[config.mk]
export PLATFORM = sky130hd
export DESIGN_NAME = shapeChk
export DESIGN_NICKNAME = d
export VERILOG_FILES = /design/src/rtl/shapeChkPkg.sv /design/src/rtl/shapeChkCtrl.sv /design/src/rtl/shapeChkData.sv /design/src/rtl/shapeChk.sv
export SDC_FILE = /design/constraint.sdc
export NUM_CORES = 1
export LEC_CHECK = 0
export ABC_AREA = 1
export BUFFER_PORTS_ARGS = -buffer_cell sky130_fd_sc_hd__buf_2
export CAP_MARGIN = 25
export CORE_MARGIN = 5
export CORE_UTILIZATION = 62
export CTS_CLUSTER_SIZE = 12
export DETAILED_ROUTE_END_ITERATION = 16
export PLACE_DENSITY = 0.9
export SLEW_MARGIN = 10
export SYNTH_ARGS = -nofsm -noshare
export SYNTH_HDL_FRONTEND = slang
export SYNTH_HIERARCHICAL = 1
export SYNTH_SLANG_ARGS = --single-unit
[constraint.sdc]
create_clock -name clk -period 19 [get_ports clk]
set_input_delay 1.9 -clock clk [delete_from_list [all_inputs] [get_ports clk]]
set_output_delay 1.9 -clock clk [all_outputs]
set_load 0.03 [all_outputs]
[src/rtl/shapeChkPkg.sv]
package shapeChkPkg;

  typedef enum logic [1:0] {
    SHP_SQUARE   = 2'd0,
    SHP_CIRCLE   = 2'd1,
    SHP_TRIANGLE = 2'd2,
    SHP_BLANK    = 2'd3
  } shape_e;

  // strobes from control to datapath
  typedef struct packed {
    logic wrEn;
    logic latchCmd;
    logic scanEn;
    logic scanFirst;
    logic scanLast;
  } strobe_t;

endpackage

[src/rtl/shapeChkCtrl.sv]
module shapeChkCtrl
  import shapeChkPkg::*;
#(
  parameter int CoordW = 4
) (
  input  logic              clk,
  input  logic              rstN,
  input  logic              wrValid,
  input  logic              syncValid,
  output strobe_t           strb,
  output logic [CoordW-1:0] rowIdx,
  output logic              busy
);

  localparam logic [CoordW-1:0] LastRow = '1;

  typedef enum logic {ST_IDLE, ST_SCAN} state_e;
  state_e state;

  always_ff @(posedge clk or negedge rstN) begin
    if (!rstN) begin
      state  <= ST_IDLE;
      rowIdx <= '0;
    end else begin
      case (state)
        ST_IDLE: begin
          rowIdx <= '0;
          if (syncValid) state <= ST_SCAN;
        end
        ST_SCAN: begin
          rowIdx <= rowIdx + 1'b1;
          if (rowIdx == LastRow) state <= ST_IDLE;
        end
        default: state <= ST_IDLE;
      endcase
    end
  end

  always_comb begin
    busy           = (state == ST_SCAN);
    strb.wrEn      = wrValid && !busy;
    strb.latchCmd  = syncValid && !busy;
    strb.scanEn    = busy;
    strb.scanFirst = busy && (rowIdx == '0);
    strb.scanLast  = busy && (rowIdx == LastRow);
  end

  AST_SCAN_LEN: assert property (@(posedge clk) disable iff (!rstN)
    $fell(busy) |-> $past(rowIdx) == LastRow);

  AST_SCAN_START: assert property (@(posedge clk) disable iff (!rstN)
    $rose(busy) |-> rowIdx == '0);

endmodule

[src/rtl/shapeChkData.sv]
module shapeChkData
  import shapeChkPkg::*;
#(
  parameter int CoordW = 4,
  parameter int RadW   = 3
) (
  input  logic              clk,
  input  logic              rstN,
  input  strobe_t           strb,
  input  logic [CoordW-1:0] rowIdx,
  input  logic [CoordW-1:0] wrRow,
  input  logic [CoordW-1:0] wrCol,
  input  logic              wrData,
  input  shape_e            cmdShape,
  input  logic [RadW-1:0]   cmdRadius,
  output logic              done,
  output logic              match
);

  localparam int Grid   = 1 << CoordW;
  localparam int Center = Grid / 2;

  logic [Grid-1:0][Grid-1:0] pix;
  shape_e                    shapeReg;
  logic [RadW-1:0]           radReg;
  logic [Grid-1:0]           expRow;
  logic                      rowOk;
  logic                      accOk;

  function automatic logic pixelWanted(shape_e s, int r, int x, int y);
    logic res;
    case (s)
      SHP_CIRCLE:   res = (x * x + y * y) <= (r * r);
      SHP_SQUARE:   res = (x >= -r) && (x <= r) && (y >= -r) && (y <= r);
      SHP_TRIANGLE: res = (x >= 0) && (y >= 0) && (x + y <= r);
      default:      res = 1'b0;
    endcase
    return res;
  endfunction

  // image store
  always_ff @(posedge clk or negedge rstN) begin
    if (!rstN) begin
      pix <= '0;
    end else if (strb.wrEn) begin
      pix[wrRow][wrCol] <= wrData;
    end
  end

  // command capture
  always_ff @(posedge clk or negedge rstN) begin
    if (!rstN) begin
      shapeReg <= SHP_SQUARE;
      radReg   <= '0;
    end else if (strb.latchCmd) begin
      shapeReg <= cmdShape;
      radReg   <= cmdRadius;
    end
  end

  // expected pattern for the row under scan
  for (genvar col = 0; col < Grid; col++) begin : g_col
    always_comb begin
      expRow[col] = pixelWanted(shapeReg, int'(radReg),
                                int'(rowIdx) - Center, col - Center);
    end
  end

  assign rowOk = (pix[rowIdx] == expRow);

  always_ff @(posedge clk or negedge rstN) begin
    if (!rstN) begin
      accOk <= 1'b0;
      done  <= 1'b0;
      match <= 1'b0;
    end else begin
      done <= strb.scanLast;
      if (strb.scanEn) accOk <= (strb.scanFirst ? 1'b1 : accOk) && rowOk;
      if (strb.scanLast) match <= accOk && rowOk;
    end
  end

  AST_IMAGE_FROZEN: assert property (@(posedge clk) disable iff (!rstN)
    strb.scanEn |=> $stable(pix));

  AST_DONE_PULSE: assert property (@(posedge clk) disable iff (!rstN)
    done |=> !done);

  AST_MATCH_HOLD: assert property (@(posedge clk) disable iff (!rstN)
    !done |-> $stable(match));

  AST_CMD_HOLD: assert property (@(posedge clk) disable iff (!rstN)
    strb.scanEn |=> $stable(radReg) && $stable(shapeReg));

endmodule

[src/rtl/shapeChk.sv]
module shapeChk
  import shapeChkPkg::*;
#(
  parameter int AddrW  = 16,
  parameter int CoordW = 4,
  parameter int RadW   = 3
) (
  input  logic             clk,
  input  logic             rstN,
  input  logic             wrValid,
  input  logic [AddrW-1:0] wrAddr,
  input  logic             wrData,
  input  logic             syncValid,
  input  logic [1:0]       syncShape,
  input  logic [RadW-1:0]  syncRadius,
  output logic             busy,
  output logic             done,
  output logic             match
);

  strobe_t           strb;
  logic [CoordW-1:0] rowIdx;

  shapeChkCtrl #(.CoordW(CoordW)) i_ctrl (
    .clk       (clk),
    .rstN      (rstN),
    .wrValid   (wrValid),
    .syncValid (syncValid),
    .strb      (strb),
    .rowIdx    (rowIdx),
    .busy      (busy)
  );

  shapeChkData #(.CoordW(CoordW), .RadW(RadW)) i_data (
    .clk       (clk),
    .rstN      (rstN),
    .strb      (strb),
    .rowIdx    (rowIdx),
    .wrRow     (wrAddr[2*CoordW-1:CoordW]),
    .wrCol     (wrAddr[CoordW-1:0]),
    .wrData    (wrData),
    .cmdShape  (shape_e'(syncShape)),
    .cmdRadius (syncRadius),
    .done      (done),
    .match     (match)
  );

endmodule

==> results_dict.tcl <==
set metrics [dict create \
    area_growth_syn_to_layout_pct 7.02 \
    cts_buffers 28 \
    core-area_um2 28500 \
    antenna-diode-count 0 \
    fin_crit_ps 8030 \
    grt_pass1_wl_um 82400 \
    crit_family "simple AND/OR/NAND/NOR gates" \
    clk_pin_slew_worst_paths_ps 60 \
    setup_tns_ps 0 \
    wl_per_cell_um 19.4 \
    clkLatencyLatePin_ps 580 \
    critPathArrivalTime_ps 8510 \
    final_cells 2652 \
    ff_latch_area_um2 6740 \
    holdBufCountCts 0 \
    rsz0062_at_grt "no" \
    timing.critical_path.buf_inv 6 \
    slowest_delay_ps 580 \
    start_util 0.623 \
    rows 62 \
    synth.distinct_cells 52 \
    worstSetupPathType "reg -> reg" \
    hold_class "reg -> reg" \
    status "completed" \
    die_y_um 179 \
    layout_commonest_cell "nand2_1" \
    slowest_stage "buf_4" \
    die_w_um 179 \
    grt_usage 0.312 \
    io_pins 29 \
    gp_congestion 0.941 \
    hold_viol 0 \
    grt_max_degree 149 \
    worst_slack_ps 10970 \
    ctsLongestPathBuffers 3 \
    endpoint_kind "flop" \
    synthFlopType "dfrtp_1" \
    synth.avg_cell_area_um2 7.63 \
    place_inst 2604 \
    antenna_left 0 \
    async_flop_share 1.00 \
    holdWs_ps 491 \
    finalCritPeriodShare 0.422 \
    pre_cts_ws_ps 11190 \
    worst_pin_slew_ps 1160 \
    post_cts_buffers 0 \
    slew_headroom 0.230 \
    clock-sinks 269 \
    cp-start-kind "flop" \
    cp_data_required_time_ps 19480 \
    synthesis.area_um2 17800 \
    drv_cap 0 \
    clockRootBuffer "clkbuf_16" \
    io_buffer_count 20 \
    totalWireLength_um 51400 \
    grt.overflow.total 0 \
    fmax_mhz 125 \
    hpwl_um 31200 \
    dr.pass1.iters 8 \
    cts_tree "built" \
    synth-edff-count 0 \
    drv_slew 0 \
    drc 0 \
    setup_viol 0 \
    antenna_found_initial 0 \
    final_cell_mix "310 x nand2_1, 266 x dfrtp_1, 264 x a21oi_1" \
    syn_inst 2331 \
    fin_skew_ps 30.9 \
    yosysSeqAreaShare 0.378 \
    yosysWarningCount 6 \
    num-nets-final 2419 \
    htree_levels 1 \
    grt_pass1_vias 16400 \
    dieArea_um2 32200 \
    drive_gt1_frac 0.0705 \
    routed_via_density 6.62 \
    drt_iter0_markers 2688 \
    vias 17500 \
    ys_ff_latch 269 \
    multiInputGateArea_um2 9610 \
    ctsResizeCount 0 \
    cp_max_fo 52 \
    fillers 2310 \
    crit_path_frequent_cell "nand2_1" \
    syn_nets 2496 \
]
## kinds of logic after synthesis
kind of cell	Yosys count	synth area share
simple gates	745	0.177
flops	269	0.378
buf+inv	391	0.0845
mux	19	0.0108
compound gates	757	0.242
fa+ha+maj	139	0.102
xor+xnor	11	0.00542
## worst register-to-register path: cells and delay by family, from the launching register on
kind	cells	cell delay [ps]
and+or+nand+nor	24	3460
adders and majority gates	6	2740
buffers and inverters	6	1140
DFF	1	490
AOI/OAI and AO/OA	1	140
## sequential cells by signal (all words and copies together), names as in the netlist
name             count
i_data/accOk         1
i_ctrl/busy          1
i_data/pix         256
i_data/done          1
i_data/match         1
i_data/radReg        3
i_ctrl/rowIdx        4
i_data/shapeReg      2
## metal layers
layer	global-route usage	share of wire	up-vias	wire length (µm)
met1	0.413	0.38	8223	19400
met2	0.505	0.47	1206	24100
met5	0	0	-	0
met3	0.0420	0.11	206	5430
met4	0.161	0.048	0	2460
li1	-	-	7913	-
## path summary, 6_finish.rpt
kind / startpoint / end / slack [ps] / cells past startpoint
worst max-delay path: i_ctrl/rowIdx[0] / i_data/accOk / 10970 / 37
worst min-delay path: i_data/pix[229] / i_data/pix[229] / 490 / 2
worst max register to register: i_ctrl/rowIdx[0] / i_data/accOk / 10970 / 37
worst min register to register: i_data/pix[229] / i_data/pix[229] / 490 / 2
max in group asynchronous: rstN / i_ctrl/rowIdx[0] / 15880 / 2
min in group asynchronous: rstN / i_data/pix[149] / 1470 / 1
## Yosys cell counts (4+ instances only)
master / n / area (µm²)
nand2_1: 311 / 1170
dfrtp_1: 269 / 6730
nor2_1: 266 / 998
a21oi_1: 264 / 1320
a31oi_1: 219 / 1370
inv_1: 208 / 781
o21ai_0: 176 / 881
clkbuf_1: 158 / 593
ha_1: 129 / 1610
nand3_1: 82 / 410
o22ai_1: 34 / 213
o221ai_1: 31 / 272
nor3_1: 26 / 130
nand4_1: 20 / 125
mux2i_1: 18 / 180
o211ai_1: 16 / 120
fa_1: 10 / 200
xor2_1: 8 / 70.1
nand3b_1: 7 / 52.6
buf_1: 6 / 22.5
inv_2: 6 / 22.5
nand2_2: 6 / 37.5
nor4_1: 6 / 37.5
nor2_2: 5 / 31.3
buf_2: 4 / 20.0
clkinv_1: 4 / 15.0
## stage by stage
step                      cell area (µm²)  utilization
after floorplan                     17800            -
after global placement              18000        0.632
after detailed placement            18100        0.634
after CTS                           19000        0.664
after global routing                19000        0.667
final                               19000        0.667
## cell type report
cell class / count / share of cell area
Multi-Input combinational cell: 1671 / 0.505
Sequential cell: 269 / 0.354
Clock buffer: 40 / 0.0413
Timing Repair Buffer: 66 / 0.0277
Inverter: 218 / 0.0433
Clock inverter: 4 / 0.00401
Tap cell: 384 / 0.0252
Power is left out: the tool's default activity adds up to more than one toggle a clock period on the data nets, which glitch-free logic cannot reach.
